<file path="config.mk">
export PLATFORM = sky130hd
export DESIGN_NAME = pkt_window
export DESIGN_NICKNAME = d
export VERILOG_FILES = /design/src/rtl/pwin_pkg.sv /design/src/rtl/pwin_refill.sv /design/src/rtl/pwin_window.sv /design/src/rtl/pkt_window.sv
export SDC_FILE = /design/constraint.sdc
export NUM_CORES = 1
export LEC_CHECK = 0
export BUFFER_PORTS_ARGS = -buffer_cell sky130_fd_sc_hd__clkbuf_2
export CAP_MARGIN = 20
export CORE_MARGIN = 2
export CORE_UTILIZATION = 48
export CTS_BUF_LIST = sky130_fd_sc_hd__clkbuf_2
export DETAILED_ROUTE_END_ITERATION = 8
export HOLD_SLACK_MARGIN = 0.12
export PLACE_DENSITY_LB_ADDON = 0.08
export SYNTH_ARGS = -nofsm -noshare
export SYNTH_HDL_FRONTEND = slang
export SYNTH_SLANG_ARGS = --single-unit
</file>
<file path="constraint.sdc">
create_clock -name clk -period 4.3 [get_ports clk]
set_clock_uncertainty 0.05 [all_clocks]
set_input_delay 0.645 -clock clk [delete_from_list [all_inputs] [get_ports clk]]
set_output_delay 0.645 -clock clk [all_outputs]
set_load 0.02 [all_outputs]
</file>
<file path="src/rtl/pwin_pkg.sv">
package pwin_pkg;
    // Control register offsets; the window occupies the addresses below REG_PAGE.
    localparam logic [7:0] REG_PAGE    = 8'h40;
    localparam logic [7:0] REG_LEN_LO  = 8'h41;
    localparam logic [7:0] REG_LEN_HI  = 8'h42;
    localparam logic [7:0] REG_STATUS  = 8'h43;
    localparam logic [7:0] REG_RELEASE = 8'h44;
    // Status bit positions
    localparam int ST_EMPTY = 0;
    localparam int ST_BUSY  = 1;
endpackage

</file>
<file path="src/rtl/pwin_refill.sv">
module pwin_refill #(
    parameter int WORDS  = 16,
    parameter int WORD_W = 32,
    parameter int MEM_AW = 10
) (
    input  logic                     clk,
    input  logic                     rst_n,
    input  logic                     start,
    input  logic [MEM_AW-1:0]        start_addr,
    output logic                     mem_rd_en,
    output logic [MEM_AW-1:0]        mem_addr,
    input  logic [WORD_W-1:0]        mem_rdata,
    output logic                     wr_en,
    output logic [$clog2(WORDS)-1:0] wr_idx,
    output logic [WORD_W-1:0]        wr_data,
    output logic                     busy
);
    localparam int IDX_W = $clog2(WORDS);

    typedef struct packed {
        logic              issuing;
        logic [IDX_W-1:0]  cnt;
        logic [MEM_AW-1:0] base;
        logic              pend;
        logic [IDX_W-1:0]  pend_idx;
    } fill_t;

    fill_t fill_d, fill_q;

    always_comb begin
        fill_d      = fill_q;
        fill_d.pend = 1'b0;
        if (fill_q.issuing) begin
            fill_d.pend     = 1'b1;
            fill_d.pend_idx = fill_q.cnt;
            fill_d.cnt      = fill_q.cnt + 1'b1;
            if (fill_q.cnt == IDX_W'(WORDS - 1)) begin
                fill_d.issuing = 1'b0;
            end
        end
        if (start) begin
            fill_d.issuing = 1'b1;
            fill_d.cnt     = '0;
            fill_d.base    = start_addr;
        end
    end

    always_ff @(posedge clk or negedge rst_n) begin
        if (!rst_n) begin
            fill_q <= '0;
        end else begin
            fill_q <= fill_d;
        end
    end

    assign mem_rd_en = fill_q.issuing;
    assign mem_addr  = fill_q.base + MEM_AW'(fill_q.cnt);
    assign wr_en     = fill_q.pend;
    assign wr_idx    = fill_q.pend_idx;
    assign wr_data   = mem_rdata;
    assign busy      = fill_q.issuing | fill_q.pend;

    // burst addresses are consecutive
    p_addr_step_r11: assert property (@(posedge clk) disable iff (!rst_n)
        (mem_rd_en && $past(mem_rd_en)) |-> (mem_addr == $past(mem_addr) + 1'b1));

    // each storage read is written into the window on the next cycle
    p_write_follows_r11: assert property (@(posedge clk) disable iff (!rst_n)
        mem_rd_en |=> wr_en);

    // the controller never restarts a refill in progress
    p_start_idle_r5: assert property (@(posedge clk) disable iff (!rst_n)
        start |-> !busy);
endmodule

</file>
<file path="src/rtl/pwin_window.sv">
module pwin_window #(
    parameter int WORDS  = 16,
    parameter int WORD_W = 32,
    parameter int BYTE_W = 8
) (
    input  logic                                      clk,
    input  logic                                      rst_n,
    input  logic                                      wr_en,
    input  logic [$clog2(WORDS)-1:0]                  wr_idx,
    input  logic [WORD_W-1:0]                         wr_data,
    input  logic [$clog2(WORDS*WORD_W/BYTE_W)-1:0]    rd_byte,
    output logic [BYTE_W-1:0]                         rd_data
);
    localparam int LANES  = WORD_W / BYTE_W;
    localparam int LANE_W = $clog2(LANES);
    localparam int BA_W   = $clog2(WORDS * LANES);

    logic [WORD_W-1:0] words_d [WORDS];
    logic [WORD_W-1:0] words_q [WORDS];
    logic [WORD_W-1:0] sel_word;
    logic [BYTE_W-1:0] lane_byte [LANES];

    always_comb begin
        words_d = words_q;
        if (wr_en) begin
            words_d[wr_idx] = wr_data;
        end
    end

    always_ff @(posedge clk or negedge rst_n) begin
        if (!rst_n) begin
            for (int w = 0; w < WORDS; w++) begin
                words_q[w] <= '0;
            end
        end else begin
            words_q <= words_d;
        end
    end

    assign sel_word = words_q[rd_byte[BA_W-1:LANE_W]];

    // Lane 0 is the least significant byte of a word.
    for (genvar l = 0; l < LANES; l++) begin : g_lane
        assign lane_byte[l] = sel_word[l*BYTE_W +: BYTE_W];
    end

    assign rd_data = lane_byte[rd_byte[LANE_W-1:0]];
endmodule

</file>
<file path="src/rtl/pkt_window.sv">
module pkt_window
    import pwin_pkg::*;
#(
    parameter int MEM_AW    = 10,
    parameter int LEN_W     = 16,
    parameter int WORD_W    = 32,
    parameter int WIN_BYTES = 64
) (
    input  logic              clk,
    input  logic              rst_n,
    input  logic              bus_sel,
    input  logic              bus_we,
    input  logic [7:0]        bus_addr,
    input  logic [7:0]        bus_wdata,
    output logic [7:0]        bus_rdata,
    output logic              bus_wait,
    input  logic              q_valid,
    input  logic [MEM_AW-1:0] q_base,
    input  logic [LEN_W-1:0]  q_len,
    output logic              q_pop,
    output logic              mem_rd_en,
    output logic [MEM_AW-1:0] mem_addr,
    input  logic [WORD_W-1:0] mem_rdata
);
    localparam int BYTE_W     = 8;
    localparam int WORDS      = WIN_BYTES * BYTE_W / WORD_W;
    localparam int WIN_AW     = $clog2(WIN_BYTES);
    localparam int WORD_AW    = $clog2(WORDS);
    localparam int REFILL_CYC = WORDS + 1;
    localparam int RUN_W      = $clog2(REFILL_CYC + 2) + 1;

    typedef struct packed {
        logic [7:0]        page;
        logic              loaded;
        logic [MEM_AW-1:0] base;
        logic [LEN_W-1:0]  len;
    } regs_t;

    regs_t regs_d, regs_q;

    logic               busy;
    logic               start;
    logic [MEM_AW-1:0]  start_addr;
    logic               acc_ok;
    logic               wr_ok;
    logic               fill_we;
    logic [WORD_AW-1:0] fill_idx;
    logic [WORD_W-1:0]  fill_data;
    logic [7:0]         win_byte;
    logic [31:0]        pkt_off;
    logic               in_pkt;

    assign bus_wait = bus_sel && busy && (bus_addr != REG_STATUS);
    assign acc_ok   = bus_sel && !bus_wait;
    assign wr_ok    = acc_ok && bus_we;

    always_comb begin
        regs_d = regs_q;
        start  = 1'b0;
        q_pop  = 1'b0;
        if (wr_ok && bus_addr == REG_PAGE) begin
            regs_d.page = bus_wdata;
            start       = regs_q.loaded;
        end
        if (wr_ok && bus_addr == REG_RELEASE && regs_q.loaded) begin
            q_pop         = 1'b1;
            regs_d.loaded = 1'b0;
            regs_d.page   = '0;
            regs_d.len    = '0;
        end
        if (!regs_q.loaded && q_valid && !busy) begin
            regs_d.loaded = 1'b1;
            regs_d.base   = q_base;
            regs_d.len    = q_len;
            regs_d.page   = '0;
            start         = 1'b1;
        end
        start_addr = regs_d.base + MEM_AW'({regs_d.page, {WORD_AW{1'b0}}});
    end

    always_ff @(posedge clk or negedge rst_n) begin
        if (!rst_n) begin
            regs_q <= '0;
        end else begin
            regs_q <= regs_d;
        end
    end

    pwin_refill #(
        .WORDS (WORDS),
        .WORD_W(WORD_W),
        .MEM_AW(MEM_AW)
    ) u_refill (
        .clk       (clk),
        .rst_n     (rst_n),
        .start     (start),
        .start_addr(start_addr),
        .mem_rd_en (mem_rd_en),
        .mem_addr  (mem_addr),
        .mem_rdata (mem_rdata),
        .wr_en     (fill_we),
        .wr_idx    (fill_idx),
        .wr_data   (fill_data),
        .busy      (busy)
    );

    pwin_window #(
        .WORDS (WORDS),
        .WORD_W(WORD_W),
        .BYTE_W(BYTE_W)
    ) u_window (
        .clk    (clk),
        .rst_n  (rst_n),
        .wr_en  (fill_we),
        .wr_idx (fill_idx),
        .wr_data(fill_data),
        .rd_byte(bus_addr[WIN_AW-1:0]),
        .rd_data(win_byte)
    );

    assign pkt_off = 32'({regs_q.page, bus_addr[WIN_AW-1:0]});
    assign in_pkt  = regs_q.loaded && (pkt_off < 32'(regs_q.len));

    always_comb begin
        bus_rdata = '0;
        if (bus_addr < 8'(WIN_BYTES)) begin
            bus_rdata = in_pkt ? win_byte : '0;
        end else begin
            case (bus_addr)
                REG_PAGE:   bus_rdata = regs_q.page;
                REG_LEN_LO: bus_rdata = regs_q.len[7:0];
                REG_LEN_HI: bus_rdata = 8'(regs_q.len >> 8);
                REG_STATUS: begin
                    bus_rdata[ST_EMPTY] = !q_valid;
                    bus_rdata[ST_BUSY]  = busy;
                end
                default:    bus_rdata = '0;
            endcase
        end
    end

    // Checker state: length of the current run of refill cycles.
    logic [RUN_W-1:0] busy_run_q;
    always_ff @(posedge clk or negedge rst_n) begin
        if (!rst_n) begin
            busy_run_q <= '0;
        end else if (busy) begin
            busy_run_q <= busy_run_q + 1'b1;
        end else begin
            busy_run_q <= '0;
        end
    end

    // a refill ends within its fixed budget
    p_busy_bound_r5: assert property (@(posedge clk) disable iff (!rst_n)
        busy_run_q <= RUN_W'(REFILL_CYC));

    // a page write held in wait leaves the page untouched
    p_hold_page_r5: assert property (@(posedge clk) disable iff (!rst_n)
        (bus_sel && bus_we && bus_wait && bus_addr == REG_PAGE) |=> (regs_q.page == $past(regs_q.page)));

    // pop is a single-cycle pulse
    p_pop_once_r8: assert property (@(posedge clk) disable iff (!rst_n)
        q_pop |=> !q_pop);

    // release with an empty queue pops nothing
    p_release_empty_r8: assert property (@(posedge clk) disable iff (!rst_n)
        (acc_ok && bus_we && bus_addr == REG_RELEASE && !q_valid) |-> !q_pop);

    // window reads zero while no packet is loaded
    p_unloaded_zero_r9: assert property (@(posedge clk) disable iff (!rst_n)
        (acc_ok && bus_addr < 8'(WIN_BYTES) && !regs_q.loaded) |-> (bus_rdata == 8'h00));
endmodule

</file>
## Word-level counts from Yosys, hierarchy flattened

Index checks and enable logic that the tools add are counted.

| word-level totals | value |
|---|---|
| word-level logic and storage cells | 88 |
| input bits | 79 |
| bits in registers | 567 |

| operators by class | value |
|---|---|
| mux-type cells | 24 |
| $add $sub $neg | 3 |
| reductions and logical operators | 18 |
| eq/ne operators | 7 |
| $lt $le $gt $ge | 6 |
| bitwise logic cells | 4 |

Operators with widths:

| cell | number |
|---|---|
| 512-bit bitwise mux | 1 |
| 32-bit binary-select mux with 4-bit select | 1 |
| 32-bit demux with 4-bit select | 1 |
| 32-bit two-way mux | 3 |
| 8-bit by 7-bit == test with 1-bit output, second input constant | 5 |
| 8-bit two-way mux | 5 |
| 35-bit two-way mux | 1 |
| 6-bit one-hot mux with 3 select lines | 1 |
| 8-bit binary-select mux with 2-bit select | 1 |
| 14-bit by 16-bit < comparator with 1-bit output | 1 |
| 16-bit two-way mux | 1 |
| 15-bit two-way mux | 1 |
| 1-bit logical AND | 11 |
| 10-bit adder | 1 |
| 10-bit by 4-bit adder with 10-bit output | 1 |
| 5-bit greater-or-equal comparator, second input constant | 2 |
| 5-bit two-way mux | 2 |
| 4-bit inverter with 5-bit output | 2 |
| 9-bit two-way mux | 1 |
| 8-bit by 7-bit < comparator with 1-bit output, second input constant | 1 |
| 8-bit by 7-bit inequality test with 1-bit output, second input constant | 1 |
| 2-bit one-hot mux with 4 select lines | 1 |
| 5-bit by 1-bit < comparator with 1-bit output, second input constant | 1 |
| 4-bit by 1-bit adder with 4-bit output, second input constant | 1 |
| 8 further kinds | 15 |

## Logic depth before layout (Yosys ltp)

| logic depth | value |
|---|---|
| depth after elaboration | 12 |
| mapped depth | 15 |

## Cells and area by module

Synthesis repeated with hierarchy kept, for this count alone.

| unflattened totals | value |
|---|---|
| cells, all modules | 1800 |
| area, all modules | 26719.4 µm² |

Modules (own cells, without submodules):

| module | sequential area each (µm²) | area an instance (µm²) | instances | cells each |
|---|---|---|---|---|
| pwin_window | 12812.3 | 23114.7 | 1 | 1419 |
| pkt_window | 875.8 | 2289.7 | 1 | 254 |
| pwin_refill | 500.5 | 1315.0 | 1 | 127 |

## Least setup slack after synthesis

Ideal clock, no wire load.

| path | value |
|---|---|
| path type | input -> register |
| from | input bus_addr[4] |
| to | register u_refill.fill_q[14] in the netlist's numbering |
| setup slack | 0.713 ns |
| stages | 13 |
| data required time | 4.125 ns |
| arrival | 3.412 ns |
| buffers on the path | 3 |
| library setup time | 0.125 ns |
| path through | buf_2 > or4b_4 > o41ai_4 > clkbuf_1 > buf_2 > nor2_1 > ha_1 > a21o_1 > a21oi_1 > a21oi_1 > a31oi_2 > xnor2_1 > mux2_2 |

RTL lines:

| what | line | RTL |
|---|---|---|
| start: declaration | pkt_window.sv:13 | `input logic [7:0] bus_addr,` |
| end signal: assignment | pwin_refill.sv:52 | `fill_q <= fill_d;` |
| end: declaration | pwin_refill.sv:28 | `fill_t fill_d, fill_q;` |

## Final worst setup path

| path | value |
|---|---|
| from | register regs_q[13] |
| to | output bus_rdata[0] |

| on the way | value |
|---|---|
| longest elaborated chain between the ends | 4 |

RTL lines:

| what | line | RTL |
|---|---|---|
| start: declaration | pkt_window.sv:39 | `regs_t regs_d, regs_q;` |
| start signal: assignment | pkt_window.sv:85 | `regs_q <= regs_d;` |
| 14-bit by 16-bit < comparator with 1-bit output | pkt_window.sv:122 | `assign in_pkt = regs_q.loaded && (pkt_off < 32'(regs_q.len));` |
| 1-bit logical AND | pkt_window.sv:122 |  |
| 8-bit two-way mux | pkt_window.sv:127 | `bus_rdata = in_pkt ? win_byte : '0;` |
| 8-bit two-way mux | pkt_window.sv:126 | `if (bus_addr < 8'(WIN_BYTES)) begin` |
| end: declaration | pkt_window.sv:15 | `output logic [7:0] bus_rdata,` |

Every way passes these cells.

==> results.env <==
GRTUSAGETOTAL=0.2737
DETAILED_PLACE_HPWL_UM=43960
FINAL_MAX_SLEW_VIOL_COUNT=0
START_UTIL=0.4836
MAX_CAP_VIOL=0
FINAL_HOLD_VIOL_COUNT=0
GRT_START_MAX_NET_PINS=82
DIE_FOOTPRINT_SQ_MM=0.05718
SYNTH_WARNINGS=0
CRIT_PATH_TOP_DELAY_CELL='sky130_fd_sc_hd__dfrtp_1'
FLOORPLAN.CORE_AREA_SQ_MM=0.05488
NETS=2344
PEAKVDDDROP_mV=0.2877
CRITPATHLAUNCH='regs_q[13]'
VIOLATIONS='negative setup slack'
WORSTSETUPENDPOINTTYPE='primary output'
RUN_STATUS='complete, but fails checks'
LEAKAGEPOWER_nW=14.62
CLK_TRANSITION_REPORTED_PATHS_NS=0.11
CRIT_ARRIVAL_NS=3.76
DP_SLACK_NS=0.3170
CRIT_PATH_MAX_INCR_DELAY_NS=0.42
DRT-TOTAL-WL_UM=75890
TOP_LEVEL_PORTS=100
FLOORPLAN_ROW_COUNT=86
TIMING.MAX_SLEW.REL_SLACK=0.3447
FINAL_CELL_UTILIZATION_OF_THE_CORE=0.5813
GRT_FIRST_PASS_WIRELENGTH_UM=116300
SYNTH_FF_TYPE='sky130_fd_sc_hd__dfrtp_1'
WL_PER_CELL_UM=24.70
SYNTH_NETS=1972
LAYOUT-AREA-OVERHEAD-VS-SYNTH_PCT=20.20
WORST_PIN_SLEW_NS=0.9829
TIMING.CRITICAL_PATH.CELLS='inv_2 -> ha_4 -> a211oi_2 -> o21ai_1 -> a2111oi_2 -> o41a_1 -> inv_4 -> o31ai_4 -> clkbuf_8'
DRT_PASS1_ITERATIONS=5
GR-TOTAL-OVERFLOW=0
DP_CELLS=2594
SYN_INST=1869
FINAL_CRITICAL_PATH_SETUP_SLACK_NS=-0.1589
FINALWEIGHTEDCONGESTION=0.8698
ANTENNA_LEFT=0
CTS_INSERTED_BUFFERS=154
CTS-HTREE-LEVELS=4
SETUP-VIOLATIONS-FINAL=8
SYN-CELL-AREA_SQ_MM=0.02654
SETUP_TNS_NS=-0.7148
YOSYSUNIQUECELLTYPES=63
FINAL_PERIOD_MINUS_WORST_SETUP_SLACK_NS=4.459
MAXIMUM_ROOT_TO_SINK_BUFFER_COUNT=3
MIN_FROM='mem_rdata[1]'
SYNTHARSTFLOPSHARE=1.000
CELLPOWERDENSITY_mW_PER_MM2=580.2
AVGSYNTHCELLAREA_SQ_UM=14.20
SETUP.WORST_PATH.CLASS='flop to primary output'
CTS_NUM_SINKS=567
INSTANCES_NO_FILL=3072
X_DIMENSION_OF_THE_DIE_UM=239.1
TIMING.CRITICAL_PATH.FROM_TYPE='flop'
WORST_R2R_STARTPOINT='u_refill.mem_rd_en'
NUM_VIAS=17850
CLOCK_LATENCY_NS=1.39
TIMING.HOLD.WS_NS=0.2254
POST-ROUTE-PERIOD-UTIL=1.037
GRT_SETUP_UNREPAIRED='yes'
CTS_TREE='built'
PORT_BUFFERS=99
ROUTE.DETAILED.VIAS_PER_INST=5.812
TIMING.HOLD.WORST.CLASS='input pin to flop'
ANTENNA_FOUND_INITIAL=6
CTS-ROOT-BUF='sky130_fd_sc_hd__clkbuf_2'
FP.DIEH_UM=239.1
GRT_PASS1_VIAS=18860
CRITICAL_PATH.MAX_FANOUT=8
YS_SEQ_AREA_FRAC=0.5347
NUMBER_OF_SYNTHESIZED_FLOPS_WITH_AN_ENABLE_PIN=0
NUMBER_OF_REMAINING_DRC_ERRORS=0
DRIVE_GT1_FRAC=0.4582
SYNTH-SEQ-CELLS=567
ACHIEVABLE-FREQUENCY_MHz=224.3
CRIT_REQUIRED_NS=3.61
DRTITER0DRC=951
[final cells by class]
class	instances	area (sq um)
Sequential cell	567	14190
Clock buffer	233	1166
Clock inverter	37	312.8
Antenna cell	13	32.53
Timing Repair Buffer	367	3249
Multi-Input combinational cell	1121	11950
Fill cell	4447	22980
Inverter	30	115.1
Tap cell	704	880.8
[synth_stat cells (6+ instances only)]
library cell,instances,area [sq um]
sky130_fd_sc_hd__ha_1,22,275.3
sky130_fd_sc_hd__mux4_2,81,1824
sky130_fd_sc_hd__nand3_1,24,120.1
sky130_fd_sc_hd__nand4_1,6,37.54
sky130_fd_sc_hd__clkbuf_1,87,326.6
sky130_fd_sc_hd__o21ai_0,32,160.2
sky130_fd_sc_hd__nand3b_1,8,60.06
sky130_fd_sc_hd__mux2_2,509,5732
sky130_fd_sc_hd__nor2b_1,13,81.33
sky130_fd_sc_hd__dfrtp_1,567,14190
sky130_fd_sc_hd__nor2_1,35,131.4
sky130_fd_sc_hd__a22o_1,6,52.55
sky130_fd_sc_hd__mux2_1,15,168.9
sky130_fd_sc_hd__mux2i_1,123,1231
sky130_fd_sc_hd__nand2_1,63,236.5
sky130_fd_sc_hd__buf_2,34,170.2
sky130_fd_sc_hd__nand2b_1,6,37.54
sky130_fd_sc_hd__a21oi_1,15,75.07
sky130_fd_sc_hd__inv_1,30,112.6
sky130_fd_sc_hd__xor2_1,6,52.55
sky130_fd_sc_hd__xnor2_1,10,87.58
sky130_fd_sc_hd__a22oi_1,72,540.5
sky130_fd_sc_hd__buf_1,23,86.33
sky130_fd_sc_hd__buf_4,6,45.04
[through the flow]
step | instance area (sq um) | total power [mW]
finish | 31900 | 18.51
global route | 31900 | 19.66
CTS | 31730 | 18.48
detailed placement | 28090 | 14.04
global placement | 28090 | 13.81
floorplan | 26540 | 12.53
[critical path: cells and delay by family, from the launching register on]
kind,cells,cell delay [ns]
DFF,1,0.42
AOI/OAI and AO/OA,5,1.27
buffers and inverters,3,0.45
adders and majority gates,1,0.22
[metal layers]
layer	track usage	vias up	wire length [um]
met5	0	-	0
met3	0.05566	136	3472
met2	0.4330	466	36350
met4	0.09848	0	1632
li1	-	7732	-
met1	0.3760	9520	34430
[final timing paths]
kind / to / slack [ns] / depth (start not counted)
max: bus_rdata[0] / -0.16 / 9
min: u_window.words_q[65] / 0.23 / 3
max reg2reg: u_refill.fill_q[13] / 0.21 / 16
min reg2reg: u_window.words_q[99] / 0.45 / 1
max in group asynchronous: u_window.words_q[245] / 3.05 / 4
min in group asynchronous: u_window.words_q[129] / 0.47 / 4
[registers in the layout, indices dropped and copies added (netlist names)]
signal	count
u_window.words_q	512
regs_q	27
u_refill.fill_q	14
pkt_off	8
u_refill.wr_idx	4
u_refill.mem_rd_en	1
u_refill.wr_en	1
[cells by family after synthesis]
logic type,synth area share
xor gates and xnor gates,0.005281
and+or+nand+nor,0.03711
buffers and inverters,0.02834
muxes,0.3381
DFF,0.5347
adders and majority gates,0.01188
AOI/OAI and AO/OA,0.04465
[layout by cell type, fill, tap and decap left out, types with 6 or more instances in the layout]
cell / n
sky130_fd_sc_hd__bufinv_16: 6
sky130_fd_sc_hd__dlygate4sd3_1: 189
sky130_fd_sc_hd__nor2_1: 25
sky130_fd_sc_hd__ha_1: 18
sky130_fd_sc_hd__xor2_1: 6
sky130_fd_sc_hd__mux4_2: 81
sky130_fd_sc_hd__buf_4: 66
sky130_fd_sc_hd__nor2b_1: 10
sky130_fd_sc_hd__clkbuf_8: 8
sky130_fd_sc_hd__nand2_1: 62
sky130_fd_sc_hd__a22o_1: 6
sky130_fd_sc_hd__a22oi_1: 72
sky130_fd_sc_hd__xnor2_1: 10
sky130_fd_sc_hd__mux2i_1: 123
sky130_fd_sc_hd__o21ai_0: 23
sky130_fd_sc_hd__nor2_4: 9
sky130_fd_sc_hd__nand3b_1: 8
sky130_fd_sc_hd__mux2_2: 509
sky130_fd_sc_hd__mux2_1: 15
sky130_fd_sc_hd__nand3_1: 24
sky130_fd_sc_hd__inv_1: 25
sky130_fd_sc_hd__clkinv_1: 22
sky130_fd_sc_hd__a21oi_1: 14
sky130_fd_sc_hd__clkbuf_2: 320
sky130_fd_sc_hd__dfrtp_1: 566
sky130_fd_sc_hd__inv_2: 7
sky130_fd_sc_hd__nand4_1: 6
sky130_fd_sc_hd__diode_2: 13
sky130_fd_sc_hd__buf_12: 12
[timing repair]
action,in CTS,in global routing
pin swaps,13,5
gates resized for setup,49,22
hold buffers,190,0
hold endpoints to repair,1124,0
endpoints found under the setup margin,8,13
buffers inserted,2,3
[power breakdown]
group          leakage [nW]  internal [mW]  switching [mW]
Sequential             7.10           7.68            1.24
Combinational          6.40           3.28            2.20
Clock                  1.12           1.79            2.31
(Power assumes the default switching activity.)
